==> config.mk <==
export PLATFORM = sky130hd
export DESIGN_NAME = sp_prog_if
export DESIGN_NICKNAME = d
export VERILOG_FILES = /design/src/rtl/sp_prog_pkg.sv /design/src/rtl/sp_edge_sync.sv /design/src/rtl/sp_rx_byte.sv /design/src/rtl/sp_tx_word.sv /design/src/rtl/sp_prog_if.sv
export SDC_FILE = /design/constraint.sdc
export NUM_CORES = 1
export LEC_CHECK = 0
export BUFFER_PORTS_ARGS = -buffer_cell sky130_fd_sc_hd__buf_2
export CAP_MARGIN = 20
export CORE_MARGIN = 1
export CORE_UTILIZATION = 51
export DETAILED_ROUTE_END_ITERATION = 16
export PLACE_DENSITY_LB_ADDON = 0.2
export RECOVER_POWER = 100
export SYNTH_ARGS = -nofsm -noshare
export SYNTH_HDL_FRONTEND = slang
export SYNTH_HIERARCHICAL = 1
export SYNTH_SLANG_ARGS = --single-unit
==> constraint.sdc <==
create_clock -name clk_i -period 2 [get_ports clk_i]
set_input_delay 0.4 -clock clk_i [delete_from_list [all_inputs] [get_ports clk_i]]
set_output_delay 0.4 -clock clk_i [all_outputs]
set_load 0.005 [all_outputs]
==> src/rtl/sp_prog_pkg.sv <==
package sp_prog_pkg;
  localparam int unsigned BYTE_W = 8;

  typedef enum logic [7:0] {
    CMD_READ = 8'h15,
    CMD_PROG = 8'h25,
    CMD_VRFY = 8'h35
  } cmd_e;

  typedef enum logic [3:0] {
    ST_CMD,
    ST_ADR_L,
    ST_ADR_H,
    ST_DAT,
    ST_STROBE,
    ST_WR,
    ST_RD,
    ST_LATCH,
    ST_RELEASE,
    ST_TX
  } state_e;

  function automatic logic is_cmd(input logic [7:0] b);
    return (b == CMD_READ) || (b == CMD_PROG) || (b == CMD_VRFY);
  endfunction
endpackage

==> src/rtl/sp_edge_sync.sv <==
module sp_edge_sync #(
  parameter int unsigned STAGES = 2,
  parameter bit          IDLE   = 1'b0
) (
  input  logic clk_i,
  input  logic rst_ni,
  input  logic d_i,
  output logic rise_o,
  output logic fall_o
);
  logic [STAGES:0] sh_q;

  always_ff @(posedge clk_i or negedge rst_ni) begin
    if (!rst_ni) sh_q <= {(STAGES+1){IDLE}};
    else         sh_q <= {sh_q[STAGES-1:0], d_i};
  end

  assign rise_o =  sh_q[STAGES-1] & ~sh_q[STAGES];
  assign fall_o = ~sh_q[STAGES-1] &  sh_q[STAGES];
endmodule

==> src/rtl/sp_rx_byte.sv <==
module sp_rx_byte
  import sp_prog_pkg::*;
#(
  parameter int unsigned STAGES = 2
) (
  input  logic              clk_i,
  input  logic              rst_ni,
  input  logic              clr_i,
  input  logic              en_i,
  input  logic              sclk_rise_i,
  input  logic              sda_i,
  output logic [BYTE_W-1:0] byte_o,
  output logic              done_o
);
  localparam int unsigned CNT_W = $clog2(BYTE_W);

  // same depth as the clock synchronizer keeps data aligned with the edge
  logic [STAGES-1:0] sda_q;
  logic [CNT_W-1:0]  cnt_q;

  always_ff @(posedge clk_i or negedge rst_ni) begin
    if (!rst_ni) sda_q <= '0;
    else         sda_q <= {sda_q[STAGES-2:0], sda_i};
  end

  always_ff @(posedge clk_i or negedge rst_ni) begin
    if (!rst_ni) begin
      cnt_q  <= '0;
      byte_o <= '0;
      done_o <= 1'b0;
    end else if (clr_i) begin
      cnt_q  <= '0;
      done_o <= 1'b0;
    end else begin
      done_o <= 1'b0;
      if (en_i && sclk_rise_i) begin
        byte_o <= {sda_q[STAGES-1], byte_o[BYTE_W-1:1]};
        cnt_q  <= cnt_q + 1'b1;
        if (cnt_q == CNT_W'(BYTE_W-1)) done_o <= 1'b1;
      end
    end
  end
endmodule

==> src/rtl/sp_tx_word.sv <==
module sp_tx_word #(
  parameter int unsigned DATA_W = 16
) (
  input  logic              clk_i,
  input  logic              rst_ni,
  input  logic              clr_i,
  input  logic              load_i,
  input  logic [DATA_W-1:0] word_i,
  input  logic              en_i,
  input  logic              sclk_fall_i,
  input  logic              sclk_rise_i,
  output logic              sda_o,
  output logic              oe_o,
  output logic              done_o
);
  localparam int unsigned CNT_W = $clog2(DATA_W);

  logic [DATA_W-1:0] word_q;
  logic [CNT_W-1:0]  fcnt_q;
  logic [CNT_W-1:0]  rcnt_q;

  always_ff @(posedge clk_i or negedge rst_ni) begin
    if (!rst_ni) begin
      word_q <= '0;
      fcnt_q <= '0;
      rcnt_q <= '0;
      sda_o  <= 1'b0;
      oe_o   <= 1'b0;
      done_o <= 1'b0;
    end else if (clr_i) begin
      fcnt_q <= '0;
      rcnt_q <= '0;
      oe_o   <= 1'b0;
      done_o <= 1'b0;
    end else begin
      done_o <= 1'b0;
      if (load_i) begin
        word_q <= word_i;
        fcnt_q <= '0;
        rcnt_q <= '0;
      end else if (en_i) begin
        if (sclk_fall_i) begin
          oe_o   <= 1'b1;
          sda_o  <= word_q[fcnt_q];
          fcnt_q <= fcnt_q + 1'b1;
        end
        // rises before the first launched bit are not counted
        if (sclk_rise_i && oe_o) begin
          if (rcnt_q == CNT_W'(DATA_W-1)) begin
            oe_o   <= 1'b0;
            done_o <= 1'b1;
            rcnt_q <= '0;
          end else begin
            rcnt_q <= rcnt_q + 1'b1;
          end
        end
      end
    end
  end
endmodule

==> src/rtl/sp_prog_if.sv <==
module sp_prog_if
  import sp_prog_pkg::*;
#(
  parameter int unsigned ADDR_W      = 11,
  parameter int unsigned DATA_W      = 16,
  parameter int unsigned SYNC_STAGES = 2
) (
  input  logic              clk_i,
  input  logic              rst_ni,
  input  logic              prog_mode_i,
  input  logic              sclk_i,
  input  logic              sda_i,
  input  logic              pgm_ni,
  output logic              sda_o,
  output logic              sda_oe_o,
  output logic [ADDR_W-1:0] mem_addr_o,
  output logic [DATA_W-1:0] mem_wdata_o,
  output logic              mem_we_o,
  output logic              mem_re_o,
  input  logic [DATA_W-1:0] mem_rdata_i
);
  localparam int unsigned DBYTES = DATA_W / BYTE_W;
  localparam int unsigned DIDX_W = (DBYTES > 1) ? $clog2(DBYTES) : 1;
  localparam int unsigned AHI_W  = ADDR_W - BYTE_W;

  logic sclk_rise, sclk_fall, pgm_rise, pgm_fall;
  logic rx_en, rx_clr, rx_done;
  logic [BYTE_W-1:0] rx_byte;
  logic tx_done;

  state_e            state_q;
  cmd_e              cmd_q;
  logic [ADDR_W-1:0] addr_q;
  logic [DATA_W-1:0] wdata_q;
  logic [DIDX_W-1:0] didx_q;

  sp_edge_sync #(.STAGES(SYNC_STAGES), .IDLE(1'b0)) u_sclk_sync (
    .clk_i(clk_i), .rst_ni(rst_ni), .d_i(sclk_i),
    .rise_o(sclk_rise), .fall_o(sclk_fall)
  );

  sp_edge_sync #(.STAGES(SYNC_STAGES), .IDLE(1'b1)) u_pgm_sync (
    .clk_i(clk_i), .rst_ni(rst_ni), .d_i(pgm_ni),
    .rise_o(pgm_rise), .fall_o(pgm_fall)
  );

  assign rx_en  = (state_q == ST_CMD) || (state_q == ST_ADR_L) ||
                  (state_q == ST_ADR_H) || (state_q == ST_DAT);
  assign rx_clr = !prog_mode_i || !rx_en;

  sp_rx_byte #(.STAGES(SYNC_STAGES)) u_rx (
    .clk_i(clk_i), .rst_ni(rst_ni), .clr_i(rx_clr), .en_i(rx_en),
    .sclk_rise_i(sclk_rise), .sda_i(sda_i),
    .byte_o(rx_byte), .done_o(rx_done)
  );

  sp_tx_word #(.DATA_W(DATA_W)) u_tx (
    .clk_i(clk_i), .rst_ni(rst_ni), .clr_i(!prog_mode_i),
    .load_i(state_q == ST_LATCH), .word_i(mem_rdata_i),
    .en_i(state_q == ST_TX), .sclk_fall_i(sclk_fall), .sclk_rise_i(sclk_rise),
    .sda_o(sda_o), .oe_o(sda_oe_o), .done_o(tx_done)
  );

  always_ff @(posedge clk_i or negedge rst_ni) begin
    if (!rst_ni) begin
      state_q <= ST_CMD;
      cmd_q   <= CMD_READ;
      addr_q  <= '0;
      wdata_q <= '0;
      didx_q  <= '0;
    end else if (!prog_mode_i) begin
      state_q <= ST_CMD;
    end else begin
      unique case (state_q)
        ST_CMD: if (rx_done && is_cmd(rx_byte)) begin
          cmd_q   <= cmd_e'(rx_byte);
          state_q <= ST_ADR_L;
        end
        ST_ADR_L: if (rx_done) begin
          addr_q[BYTE_W-1:0] <= rx_byte;
          state_q            <= ST_ADR_H;
        end
        ST_ADR_H: if (rx_done) begin
          addr_q[ADDR_W-1:BYTE_W] <= rx_byte[AHI_W-1:0];
          didx_q                  <= '0;
          state_q                 <= (cmd_q == CMD_READ) ? ST_STROBE : ST_DAT;
        end
        ST_DAT: if (rx_done) begin
          wdata_q[didx_q*BYTE_W +: BYTE_W] <= rx_byte;
          didx_q                           <= didx_q + 1'b1;
          if (didx_q == DIDX_W'(DBYTES-1)) state_q <= ST_STROBE;
        end
        ST_STROBE: if (pgm_fall) state_q <= (cmd_q == CMD_READ) ? ST_RD : ST_WR;
        ST_WR:      state_q <= (cmd_q == CMD_PROG) ? ST_RELEASE : ST_RD;
        ST_RD:      state_q <= ST_LATCH;
        ST_LATCH:   state_q <= ST_RELEASE;
        ST_RELEASE: if (pgm_rise) state_q <= (cmd_q == CMD_PROG) ? ST_CMD : ST_TX;
        ST_TX:      if (tx_done) state_q <= ST_CMD;
        default:    state_q <= ST_CMD;
      endcase
    end
  end

  assign mem_addr_o  = addr_q;
  assign mem_wdata_o = wdata_q;
  assign mem_we_o    = (state_q == ST_WR);
  assign mem_re_o    = (state_q == ST_RD);
endmodule

== Yosys cells after proc, flatten, opt, wreduce, memory -nomap -nowiden ==
Cells that the tools add are included.
Word-level totals
  register bits: 87
  bits of input ports: 22
  output and inout port bits: 31
  word-level logic and storage cells: 138
Cells by class
  add/subtract/negate cells: 5
  magnitude comparators: 1
  equal/unequal tests: 31
  shift-type cells: 2
  multiplexer cells: 45
  bitwise gates (word level): 10
  reductions and logical operators: 26
Operators with widths (count)
  4-bit two-way mux: 20
  4-bit one-hot mux with 10 select lines: 1
  4-bit negator with 34-bit output: 1
  8-bit by 34-bit variable shift with 16-bit output (first input constant): 1
  8-bit by 34-bit indexed part select with 16-bit output: 1
  8-bit by 6-bit == test with 1-bit output (second input constant): 3
  1-bit two-way mux: 17
  16-bit bitwise mux: 1
  4-bit by 3-bit == test with 1-bit output (second input constant): 4
  8-bit by 5-bit == test with 1-bit output (second input constant): 2
  4-bit == test (second input constant): 3
  3-bit by 2-bit inequality test with 1-bit output (second input constant): 4
  3-bit inequality test (second input constant): 4
  3-bit AND reduction: 4
  2-bit AND reduction: 5
  3-bit two-way mux: 3
  3-bit by 1-bit inequality test with 1-bit output (second input constant): 3
  4-bit by 1-bit adder with 4-bit output (second input constant): 2
  4-bit by 2-bit == test with 1-bit output (second input constant): 2
  4-bit AND reduction: 2
  8-bit AND reduction: 1
  1-bit logical OR: 6
  2-bit by 1-bit inequality test with 1-bit output (second input constant): 3
  1-bit inverter: 6
  14 further kinds: 21

== Longest topological paths before layout ==
  word-level depth: 8
  gate-level depth with buffers: 9
  gate-level depth less buffers: 7

== Cells and area by module ==
The synthesis kept the hierarchy.
By module, submodules not included
  sp_prog_if: times used 1, cells an instance 145, area each 1870.5 sq um, sequential area each 1004.7 sq um
  sp_tx_word: times used 1, cells an instance 105, area each 1282.5 sq um, sequential area each 675.6 sq um
  sp_rx_byte: times used 1, cells an instance 37, area each 573.0 sq um, sequential area each 350.3 sq um
  sp_edge_sync at u_pgm_sync: times used 1, cells an instance 5, area each 93.8 sq um, sequential area each 78.8 sq um
  sp_edge_sync at u_sclk_sync: times used 1, cells an instance 5, area each 90.1 sq um, sequential area each 75.1 sq um

== Worst setup path before layout ==
OpenSTA, ideal clock, no wires.
  kind: register to register
  start: register state_q[3]
  end: register u_tx.word_q[10]
  setup time: 0.125 ns
  arrival time: 1.844 ns
  required time: 1.875 ns
  setup slack: 0.031 ns
  stages on the path, launching flop included: 8
  buffers on the path: 3
  clock period less this slack: 1.969 ns
  path through: dfrtp_1 -> buf_4 -> or2b_2 -> nor2_1 -> nor2b_1 -> buf_2 -> buf_4 -> mux2_2
On the way
  cells in the longest elaborated chain, start to end: 2
RTL lines
  start, declared: RTL line sp_prog_if.sv:31  | state_e state_q;
  start signal, assigned: RTL line sp_prog_if.sv:86  | state_q <= (cmd_q == CMD_READ) ? ST_STROBE : ST_DAT;
  start signal, assigned: RTL line sp_prog_if.sv:93  | ST_STROBE: if (pgm_fall) state_q <= (cmd_q == CMD_READ) ? ST_RD : ST_WR;
  start signal, assigned: RTL line sp_prog_if.sv:94  | ST_WR: state_q <= (cmd_q == CMD_PROG) ? ST_RELEASE : ST_RD;
  4-bit by 3-bit == test with 1-bit output: RTL line sp_prog_if.sv:59  | .load_i(state_q == ST_LATCH), .word_i(mem_rdata_i),
  2-bit AND reduction (no source line)
  end signal, assigned: RTL line sp_tx_word.sv:38  | word_q <= word_i;
  end, declared: RTL line sp_tx_word.sv:18  | logic [DATA_W-1:0] word_q;
No other way between the ends.
A chain may end at the register's enable or synchronous reset.

== Worst setup path after layout ==
  start: register u_rx.byte_o[6]
  end: register state_q[3]
On the way
  cells in the longest elaborated chain, start to end: 6
  elaborated cells on any way between the ends: 8
RTL lines
  start, declared: RTL line sp_rx_byte.sv:12  | output logic [BYTE_W-1:0] byte_o,
  start signal, assigned: RTL line sp_rx_byte.sv:37  | byte_o <= {sda_q[STAGES-1], byte_o[BYTE_W-1:1]};
  8-bit by 5-bit == test with 1-bit output or 8-bit by 6-bit == test with 1-bit output (tied branches): RTL line sp_prog_pkg.sv:24  | return (b == CMD_READ) || (b == CMD_PROG) || (b == CMD_VRFY);
  1-bit logical OR: RTL line sp_prog_pkg.sv:24
  1-bit logical OR (*): RTL line sp_prog_pkg.sv:24
  1-bit logical AND (*): RTL line sp_prog_if.sv:75  | ST_CMD: if (rx_done && is_cmd(rx_byte)) begin
  3-bit by 2-bit inequality test with 1-bit output (no source line) (*)
  8-bit AND reduction (no source line) (*)
Every way passes the cells marked *; elsewhere a longest branch is shown, timed or not.

==> metrics <==
run status finished clean; Yosys top cell by area dfrtp_1; Mapped Cells 297; first-pass GRT wire length 12.19 mm; hpwl dp 5.118 mm; area share of the leading cell type in the synthesized netlist 0.5184; final core occ 0.6090; syn_area_per_cell 13.16 sq um; I/O pins 53; CP max stage delay 450 ps; Syn-to-layout area delta 14.18%; Pins Over Slew Limit 0; vias in the first global route 2553; GPL Wtd Cong 0.8656; Max Clk Rate 544.8 MHz; Top FF cell, synth dfrtp_1; P_int 2656 uW; Max clock buf depth 2; WL per Instance 15.10 um; CTS HTree Levels 3; switching power total 1135 uW; Leak Pwr 0.002151 uW; R2R Path Start u_rx/byte_o[6]; Async S/R FF share, synth 1.000; PwrDens 849.3 nW/um^2; routed vias/inst 5.327; Clock Skew 11.21 ps; CTS Buf Count 9; largest net degree at the start of global routing 41; Synth Warn # 6; max_cap viols 0; Starting Density 0.5334; CP max FO 6; sequential area share after synthesis 0.5587; FF+latch count, synth 87; clk root buf clkbuf_8; Final Net Count 393; fin cells 471; Buffers on Ports 52; VDD IR max 0.0006756 V; total power 3791 uW; initial antenna violation count 0; Fin. Hold Viols 0; initial drt markers 109; Sw Share 0.2994; Fill cells 619; Hold Crit Class input pin to register; Antenna Diode Count 0; Critical Path AT 2070 ps; Slew Limit Headroom 0.6085; Rows 31; # setup viols final 0; Post-Syn Area 3910 sq um; R2R Setup Slk 160 ps; Startpoint Class register; Clock power frac 0.294; routed vias 2509; RSZ-0062 raised after global routing false; CP Capture Type register; Seq pwr share 0.557; CTS sink cnt 87; Comb power frac 0.149; Slew @ Worst Pin 587.2 ps; clock latency on the worst-skew pair 360 ps; First-pass DRT Iterations 4; Global Route Usage Sum 0.2046; DRC viols 0; Worst-path clk slew 90 ps; final WL 7.113 mm; Post-Syn Nets 323; Die H 89.56 um; total gr overflow 0; Tcrit/Tclk final 0.9177; slowest stage cell on the critical path dfrtp_1; Crit Path Class register to register; CTS tree yes; final instance area 4464 sq um; Tmin final 1835 ps; DIE AREA 8021 sq um; worst hold path startpoint pgm_ni; Placed Cells 454; Placed Area 4372 sq um; Reg2Reg Depth 5; share of cells above drive strength 1 0.3790; Critical R2R Capture state_q[3]; worst hold stages 1; Chip Width 89.56 um; WHS Endpoint u_pgm_sync/sh_q[0]; Synth area leaders dfrtp_1 (52%), mux2_2 (15%), dfstp_2 (4.0%); Detail Route Antenna Nets 0; setup TNS 0 ps; Post-synth EDFFs 0; CP cell instances nor4_4 -> o2111ai_2 -> a41oi_2 -> nand2_2 -> mux2_1; Worst EP required 2230 ps; post-synthesis cell type count 54; core area 7331 sq um
layout make-up:
cell class	instances	area [sq um]	share of cell area
timing repair buffer	72	379.1	0.08492
sequential	87	2185	0.4894
multi-input combinational	190	1573	0.3523
tap	99	123.9	0.02775
clock inverter	6	50.05	0.01121
inverter	7	26.28	0.005886
clock buffer	10	127.6	0.02859
power by group through the flow:
stage / Combinational [uW] / Clock, uW / Sequential, uW
6_report: 563 / 1110 / 2110
5_1_grt: 627 / 1240 / 2150
4_1_cts: 591 / 1170 / 2110
3_5_place_dp: 587 / 0 / 2150
3_3_place_gp: 581 / 0 / 2140
2_1_floorplan: 394 / 0 / 2080
synth_stat cells, types with 4 or more instances:
library cell / instances
inv_1: 7
mux2_2: 53
nor2b_1: 7
dfstp_2: 6
buf_4: 5
ha_1: 4
nand2_1: 11
nor2_1: 20
o21ai_0: 5
nand3_1: 9
mux2i_1: 5
dfrtp_1: 81
nor3_1: 4
a21oi_1: 8
cell usage in the layout (no fill, tap or decap), drive strengths merged, types with 2 or more instances in the layout:
cell       n
nor2      20
a31oi      2
nand4b     2
or2        3
dfrtp     81
ha         4
xor2       2
nand2b     2
and4b      2
nor3       6
a21bo      3
or3        3
a21oi      8
nor4       4
mux2i      5
xnor2      3
nor2b      7
a311oi     2
and2b      2
inv       11
nand3      9
clkbuf    38
clkinvlp   2
nand4      2
o21ai      5
and3       2
mux2      56
buf       43
o211ai     3
nand2     14
mux4       2
nand3b     3
dfstp      6
how the worst max path moves through the flow:
stage / cells after the start / startpoint / slack (ps) / endpoint
CTS: 5 / u_rx/byte_o[6] / 100 / state_q[3]
detailed placement: 5 / u_rx/byte_o[6] / 140 / state_q[3]
global route: 5 / u_pgm_sync/sh_q[1] / 10 / state_q[0]
global placement: 5 / u_rx/byte_o[6] / 180 / state_q[3]
finish: 5 / u_rx/byte_o[6] / 160 / state_q[3]
floorplan: 7 / state_q[3] / 30 / u_tx/word_q[10]
routing by layer:
| layer | vias up | share of wire | global-route usage |
|---|---|---|---|
| met4 | 0 | 0.0041 | 0.05195 |
| li1 | 1208 | - | - |
| met1 | 1256 | 0.47 | 0.2772 |
| met2 | 41 | 0.48 | 0.3244 |
| met3 | 4 | 0.042 | 0.06094 |
| met5 | - | 0 | 0 |
critical path: cells and delay by family, from the launching register on:
kind               cells  cell delay [ps]
muxes                  1              330
DFF                    1              450
and+or+nand+nor        2              410
AOI/OAI and AO/OA      2              510
what timing repair did:
| action | CTS | global route |
|---|---|---|
| endpoints found under the hold margin | 22 | 0 |
| endpoints found under the setup margin | 0 | 2 |
| hold buffers | 1 | 0 |
| buffers inserted | 0 | 0 |
| resized for setup | 0 | 1 |
flip-flops by register name (all words and copies together), names as in the netlist:
name,flops
u_tx/word_q,16
u_tx/sda_o,1
cmd_q,8
mem_addr_o,11
didx_q,1
u_pgm_sync/sh_q,3
u_tx/oe_o,1
mem_wdata_o,16
u_rx/done_o,1
u_tx/done_o,1
u_rx/byte_o,8
u_tx/fcnt_q,4
u_tx/rcnt_q,4
u_rx/cnt_q,3
state_q,4
u_sclk_sync/sh_q,3
u_rx/sda_q,2
cell families after synthesis:
| family | Yosys count | synth area share |
|---|---|---|
| AOI/OAI and AO/OA | 32 | 0.06048 |
| xor gates and xnor gates | 5 | 0.01120 |
| buffers and inverters | 20 | 0.03040 |
| muxes | 63 | 0.1856 |
| and+or+nand+nor | 86 | 0.1408 |
| DFF | 87 | 0.5587 |
| adders and majority gates | 4 | 0.01280 |
through the flow:
step	hold slack (ps)	setup slack, ps
2_1_floorplan	104.4	31.13
3_3_place_gp	320.6	177.2
3_5_place_dp	323.0	139.4
4_1_cts	116.3	100.5
6_report	140.1	164.5
5_1_grt	113.2	11.31
Note: power is estimated with default switching activity, not from simulation.
